**config.mk**
```make
export PLATFORM = sky130hd
export DESIGN_NAME = mii_tx_framer
export DESIGN_NICKNAME = d
export VERILOG_FILES = /design/src/rtl/txf_pkg.sv /design/src/rtl/txf_handshake.sv /design/src/rtl/txf_frame_fsm.sv /design/src/rtl/txf_cg_encoder.sv /design/src/rtl/mii_tx_framer.sv
export SDC_FILE = /design/constraint.sdc
export NUM_CORES = 1
export LEC_CHECK = 0
export ABC_AREA = 1
export BUFFER_PORTS_ARGS = -buffer_cell sky130_fd_sc_hd__buf_2
export CAP_MARGIN = 30
export CORE_AREA = 4 4 41 43
export CTS_CLUSTER_DIAMETER = 100
export DETAILED_ROUTE_END_ITERATION = 10
export DIE_AREA = 0 0 45 47
export GPL_TIMING_DRIVEN = 0
export PLACE_DENSITY = 0.81
export SLEW_MARGIN = 10
export SYNTH_ARGS = -nofsm -noshare
export SYNTH_HDL_FRONTEND = slang
export SYNTH_SLANG_ARGS = --single-unit
```
**constraint.sdc**
```tcl
create_clock -name clk -period 1.9 [get_ports clk]
set_input_delay 0.38 -clock clk [delete_from_list [all_inputs] [get_ports clk]]
set_output_delay 0.38 -clock clk [all_outputs]
set_load 0.1 [all_outputs]
```
**src/rtl/txf_pkg.sv**
```systemverilog
// Package: shared widths, code-group constants, state and selector types,
// and the nibble-to-code-group data table used by the transmit framer.
package txf_pkg;

    localparam int NIB_W = 4;
    localparam int CG_W  = 5;

    localparam logic [CG_W-1:0] CG_IDLE = 5'b11111;
    localparam logic [CG_W-1:0] CG_J    = 5'b11000;
    localparam logic [CG_W-1:0] CG_K    = 5'b10001;
    localparam logic [CG_W-1:0] CG_T    = 5'b01101;
    localparam logic [CG_W-1:0] CG_R    = 5'b00111;
    localparam logic [CG_W-1:0] CG_HALT = 5'b00100;

    typedef enum logic [1:0] {
        ST_IDLE,
        ST_SOPK,
        ST_BODY,
        ST_EOPR
    } txf_state_e;

    typedef enum logic [2:0] {
        SEL_IDLE,
        SEL_J,
        SEL_K,
        SEL_DATA,
        SEL_T,
        SEL_R
    } txf_sel_e;

    // Map one data nibble to its 4B/5B data code group.
    function automatic logic [CG_W-1:0] nib_to_cg(input logic [NIB_W-1:0] nib);
        logic [CG_W-1:0] cg;
        case (nib)
            4'h0: cg = 5'b11110;
            4'h1: cg = 5'b01001;
            4'h2: cg = 5'b10100;
            4'h3: cg = 5'b10101;
            4'h4: cg = 5'b01010;
            4'h5: cg = 5'b01011;
            4'h6: cg = 5'b01110;
            4'h7: cg = 5'b01111;
            4'h8: cg = 5'b10010;
            4'h9: cg = 5'b10011;
            4'hA: cg = 5'b10110;
            4'hB: cg = 5'b10111;
            4'hC: cg = 5'b11010;
            4'hD: cg = 5'b11011;
            4'hE: cg = 5'b11100;
            default: cg = 5'b11101;
        endcase
        return cg;
    endfunction

endpackage

```
**src/rtl/txf_handshake.sv**
```systemverilog
// Read-request generator.
// Does: raises the read request toward the MAC when the framer is out of
// reset and the link can take a code group; that same signal marks the
// cycles in which the framer consumes its inputs.
// Assumes: rst_n is synchronous; link_ready is stable around the clock edge.
module txf_handshake (
    input  logic clk,
    input  logic rst_n,
    input  logic link_ready,
    output logic rd_req
);

    logic run_q;

    // Remember that at least one edge has passed with reset released.
    always_ff @(posedge clk) begin
        if (!rst_n) begin
            run_q <= 1'b0;
        end else begin
            run_q <= 1'b1;
        end
    end

    // Request data only when running, out of reset and the link is ready.
    assign rd_req = run_q & link_ready & rst_n;

    AST_RDREQ_WHEN_READY: assert property (@(posedge clk) disable iff (!rst_n)
        ($past(rst_n) && link_ready) |-> rd_req);

endmodule

```
**src/rtl/txf_frame_fsm.sv**
```systemverilog
// Frame position tracker.
// Does: follows the MAC's transmit enable across accepted cycles and picks
// which code group the current accepted cycle produces (Idle, J, K, data,
// T or R).
// Assumes: a frame spans at least three accepted enable-high cycles, and
// enable is low in the two accepted cycles after a frame ends.
module txf_frame_fsm
    import txf_pkg::*;
(
    input  logic       clk,
    input  logic       rst_n,
    input  logic       step,
    input  logic       tx_en,
    output txf_state_e st_q,
    output txf_sel_e   sel
);

    txf_state_e st_d;

    // Choose the output code and the next position for this cycle.
    always_comb begin
        st_d = st_q;
        sel  = SEL_IDLE;
        case (st_q)
            ST_IDLE: begin
                if (tx_en) begin
                    sel  = SEL_J;
                    st_d = ST_SOPK;
                end
            end
            ST_SOPK: begin
                sel  = SEL_K;
                st_d = ST_BODY;
            end
            ST_BODY: begin
                if (tx_en) begin
                    sel = SEL_DATA;
                end else begin
                    sel  = SEL_T;
                    st_d = ST_EOPR;
                end
            end
            default: begin
                sel  = SEL_R;
                st_d = ST_IDLE;
            end
        endcase
    end

    // Advance the frame position only on accepted cycles.
    always_ff @(posedge clk) begin
        if (!rst_n) begin
            st_q <= ST_IDLE;
        end else if (step) begin
            st_q <= st_d;
        end
    end

    AST_TAIL_TO_IDLE: assert property (@(posedge clk) disable iff (!rst_n)
        (step && st_q == ST_EOPR) |=> st_q == ST_IDLE);

    AST_STALL_KEEPS_POS: assert property (@(posedge clk) disable iff (!rst_n)
        (!step && $past(rst_n)) |=> $stable(st_q));

endmodule

```
**src/rtl/txf_cg_encoder.sv**
```systemverilog
// Code-group encoder.
// Does: turns the selector from the frame tracker, the nibble and the error
// flag into one 5-bit code group; a body nibble with the error flag set
// becomes HALT.
// Assumes: purely combinational; the caller registers the result.
module txf_cg_encoder
    import txf_pkg::*;
(
    input  txf_sel_e          sel,
    input  logic [NIB_W-1:0]  nib,
    input  logic              err,
    output logic [CG_W-1:0]   cg
);

    // Pick the control code or the coded nibble.
    always_comb begin
        case (sel)
            SEL_J:    cg = CG_J;
            SEL_K:    cg = CG_K;
            SEL_DATA: cg = err ? CG_HALT : nib_to_cg(nib);
            SEL_T:    cg = CG_T;
            SEL_R:    cg = CG_R;
            default:  cg = CG_IDLE;
        endcase
    end

endmodule

```
**src/rtl/mii_tx_framer.sv**
```systemverilog
// Nibble transmit framer, top level.
// Does: accepts MAC nibbles under a read-request handshake and emits one
// registered 4B/5B code group per accepted cycle, with Idle fill, J/K start
// and T/R end delimiters and HALT substitution for flagged nibbles.
// Assumes: single clock; synchronous active-low reset; the MAC holds its
// inputs in any cycle where the read request is low.
module mii_tx_framer
    import txf_pkg::*;
(
    input  logic             clk,
    input  logic             rst_n,
    input  logic             link_ready,
    input  logic             mii_tx_en,
    input  logic             mii_tx_er,
    input  logic [NIB_W-1:0] mii_txd,
    output logic             mii_rd_req,
    output logic [CG_W-1:0]  cg_data,
    output logic             cg_valid
);

    logic            step;
    txf_state_e      st_q;
    txf_sel_e        sel;
    logic [CG_W-1:0] cg_next;

    txf_handshake u_hs (
        .clk        (clk),
        .rst_n      (rst_n),
        .link_ready (link_ready),
        .rd_req     (step)
    );

    txf_frame_fsm u_fsm (
        .clk   (clk),
        .rst_n (rst_n),
        .step  (step),
        .tx_en (mii_tx_en),
        .st_q  (st_q),
        .sel   (sel)
    );

    txf_cg_encoder u_enc (
        .sel (sel),
        .nib (mii_txd),
        .err (mii_tx_er),
        .cg  (cg_next)
    );

    assign mii_rd_req = step;

    // Register one code group per accepted cycle; hold it otherwise.
    always_ff @(posedge clk) begin
        if (!rst_n) begin
            cg_data  <= CG_IDLE;
            cg_valid <= 1'b0;
        end else begin
            cg_valid <= step;
            if (step) begin
                cg_data <= cg_next;
            end
        end
    end

    AST_STALL_HOLDS_OUT: assert property (@(posedge clk) disable iff (!rst_n)
        !step |=> (!cg_valid && $stable(cg_data)));

    AST_SOP_J: assert property (@(posedge clk) disable iff (!rst_n)
        (step && st_q == ST_IDLE && mii_tx_en) |=> (cg_valid && cg_data == CG_J));

    AST_SOP_K: assert property (@(posedge clk) disable iff (!rst_n)
        (step && st_q == ST_SOPK) |=> (cg_valid && cg_data == CG_K));

    AST_HALT_SUB: assert property (@(posedge clk) disable iff (!rst_n)
        (step && st_q == ST_BODY && mii_tx_en && mii_tx_er) |=> cg_data == CG_HALT);

    AST_EOP_T: assert property (@(posedge clk) disable iff (!rst_n)
        (step && st_q == ST_BODY && !mii_tx_en) |=> cg_data == CG_T);

    AST_IDLE_FILL: assert property (@(posedge clk) disable iff (!rst_n)
        (step && st_q == ST_IDLE && !mii_tx_en) |=> cg_data == CG_IDLE);

endmodule

```
==> results.toml <==
[power_and_ir_drop]
leakagePower_uw = 0.000394
finalPower_uw = 479
power_frac_clock_pct = 30.8
pwr-share-seq_pct = 42.6
max-vdd-ir-drop_mv = 0.444
p_int_uw = 310
power_density_mw_per_mm2 = 650
pwr-share-comb_pct = 26.6
p_switching_uw = 168
p_sw_share_pct = 35.1

[timing]
drv_slew = 0
fin_skew_ns = 0.00760
finalCriticalPeriod_ns = 1.67
rsz0062_at_grt = "no"
worst_slew_pin_slew_ns = 0.489
relSlewSlack_pct = 67.6
period_share_pct = 88.1
hold_violations = 0
setup_slack_ns = 0.226
setup_viol = 0
setup_tns_ns = 0
fmax_mhz = 597

[detailed_routing]
drc = 0
vias_per_cell = 4.98
drtIter0Drc = 10
ant_nets = 0
met1_length_um = 548
vias = 648
routed-wl-met2_um = 632
dr.max_layer_used = "met4"
post_drt_wl_per_cell_um = 9.81
first_pass_iters = 4
routed_wirelength_um = 1280
dr_wl_met3_um = 85

[cells_and_area]
final_nets = 130
area_delta_synth_final_pct = 19.5
diodes = 0
drive_gt1_share_pct = 24.3

[clock_tree]
cts_inserted_buffers = 3
cts_setup_buffers = 0
cts.sinks = 9
cts_hold_buf = 0
ctsLongestPathBuffers = 2
cts_tree = "yes"
path_clk_slew_ns = 0.06
clk_latency_ns = 0.26
clockRootBuffer = "clkbuf_4"
ctsResizeCount = 0
cts_max_level = 1

[synth]
syn-instance-count = 96
synth_cell_types = 19
synth_area_um2 = 616
synth_flop_cell = "dfxtp_1"
syn-mean-instance-area_um2 = 6.41
yosys_warnings = 0
synth_largest_area_cell = "dfxtp_1"
yosysMostFrequentCell = "nor2_1"
synth_top_area_share_pct = 29.3
synth_area_leaders = "dfxtp_1, nor2_1, nand2_1"
seq_area_frac_synth_pct = 29.3
synth_seq_cells = 9
synth_edf_count = 0
yosys-top-cells-count = "nor2_1, nand2_1, inv_1, dfxtp_1, nand3_1"
synthArstFlopShare_pct = 0
syn-num-nets = 110

[place]
gp_congestion = 0.792
portBuffers = 15
post-place-ws_ns = 0.236
hpwl_um = 1060

[min_path]
hold_path_class = "in -> reg"
hold-path-cell-count = 1
worstHoldStart = "rst_n"
whs_endpoint = "u_hs.run_q$_DFF_P_"

[global_route]
grt_pass1_vias = 540
grt_max_degree = 8
grt_usage_pct = 13.8
grt_overflow = 0
antenna_found_initial = 0
grt_pass1_wl_um = 2130

[run]
maxCapViolCount = 0

[setup_path]
ff2ff_setup_slack_ns = 0.25
required_ns = 1.52
r2r_start = "u_fsm.st_q[0]$_SDFFE_PN0P_"
ff2ff_path_depth = 10
rr_endpoint = "cg_data[0]$_SDFFE_PN1P_"
arrival_ns = 1.29
startpoint_type = "flip-flop"
path_class = "reg -> out"
slowest_delay_ns = 0.43
crit_chain = "nand3_2, inv_1, buf_2"
cp_max_fo = 6
cp_slowest_cell = "buf_2"
end_kind = "output port"

[floorplan]
start_util_pct = 47.3
dieArea_mm2 = 0.00212
chipHeight_um = 47
rows = 13
die_x_um = 45
core_mm2 = 0.00130
io_pins = 16

[status]
status = "completed"
## critical path, delay by kind of cell, from the launching register on
kind / cells / cell delay [ns]
buffers and inverters: 2 / 0.55
flip-flops: 1 / 0.34
AND/OR/NAND/NOR: 1 / 0.14
## power by group through the flow
stage	combinational, µW	sequential (µW)	clock [µW]
CTS	128	204	155
floorplan	54.7	250	0
finish	127	204	147
global placement	125	208	0
detailed placement	127	208	0
global route	139	205	164
## area by class of cell
type | count | area, µm²
clock buffers | 4 | 26.3
fillers | 126 | 566
well taps | 15 | 18.8
repair buffers | 15 | 75.1
multi-input cells | 71 | 375
inverters | 16 | 60.1
flip-flops and latches | 9 | 180
## flip-flops by register name, indices dropped and copies added (netlist names)
| name | cells |
|---|---|
| cg_valid | 1 |
| u_hs.run_q | 1 |
| cg_data | 5 |
| u_fsm.st_q | 2 |
## per-layer routing
| metal | track usage, % | vias up |
|---|---|---|
| met2 | 24.3 | 16 |
| met4 | 5.26 | 0 |
| met3 | 4.60 | 2 |
| met1 | 15.5 | 289 |
| met5 | 0 | - |
| li1 | - | 341 |
## worst max-delay path by stage
stage	from	endpoint	slack (ns)	cells past startpoint
6_report	u_hs.run_q$_DFF_P_	mii_rd_req	0.23	3
5_1_grt	u_fsm.st_q[0]$_SDFFE_PN0P_	cg_data[0]$_SDFFE_PN1P_	0.13	10
4_1_cts	u_hs.run_q$_DFF_P_	mii_rd_req	0.21	3
3_5_place_dp	u_fsm.st_q[0]$_SDFFE_PN0P_	cg_data[0]$_SDFFE_PN1P_	0.24	10
3_3_place_gp	u_fsm.st_q[0]$_SDFFE_PN0P_	cg_data[0]$_SDFFE_PN1P_	0.29	10
2_1_floorplan	rst_n	u_fsm.st_q[1]$_SDFFE_PN0P_	0.17	5
## logic make-up after synthesis
| group | Yosys count | synth area share, % |
|---|---|---|
| and+or+nand+nor | 56 | 41.3 |
| buffers and inverters | 16 | 9.76 |
| AOI/OAI and AO/OA | 10 | 9.55 |
| DFF | 9 | 29.3 |
| adders and majority gates | 5 | 10.2 |
## placed cells by master (no fill, tap or decap), drive strengths merged
master,Yosys,layout
a211oi,1,1
a21oi,3,3
buf,0,15
clkbuf,0,4
dfxtp,9,9
ha,5,5
inv,16,16
nand2,19,19
nand3,9,9
nand3b,1,1
nand4,2,2
nor2,20,20
nor3,1,1
o211ai,1,1
o21ai,5,5
or2,4,4
## metrics by stage
stage	area, µm²	util, %	hold WS (ns)	instances
floorplan	616	-	0.408	96
global placement	709	54.5	0.466	126
detailed placement	709	54.5	0.483	126
CTS	736	56.5	0.283	130
global route	736	56.5	0.288	130
finish	736	56.5	0.294	130
Power figures use the tool's default switching activity.
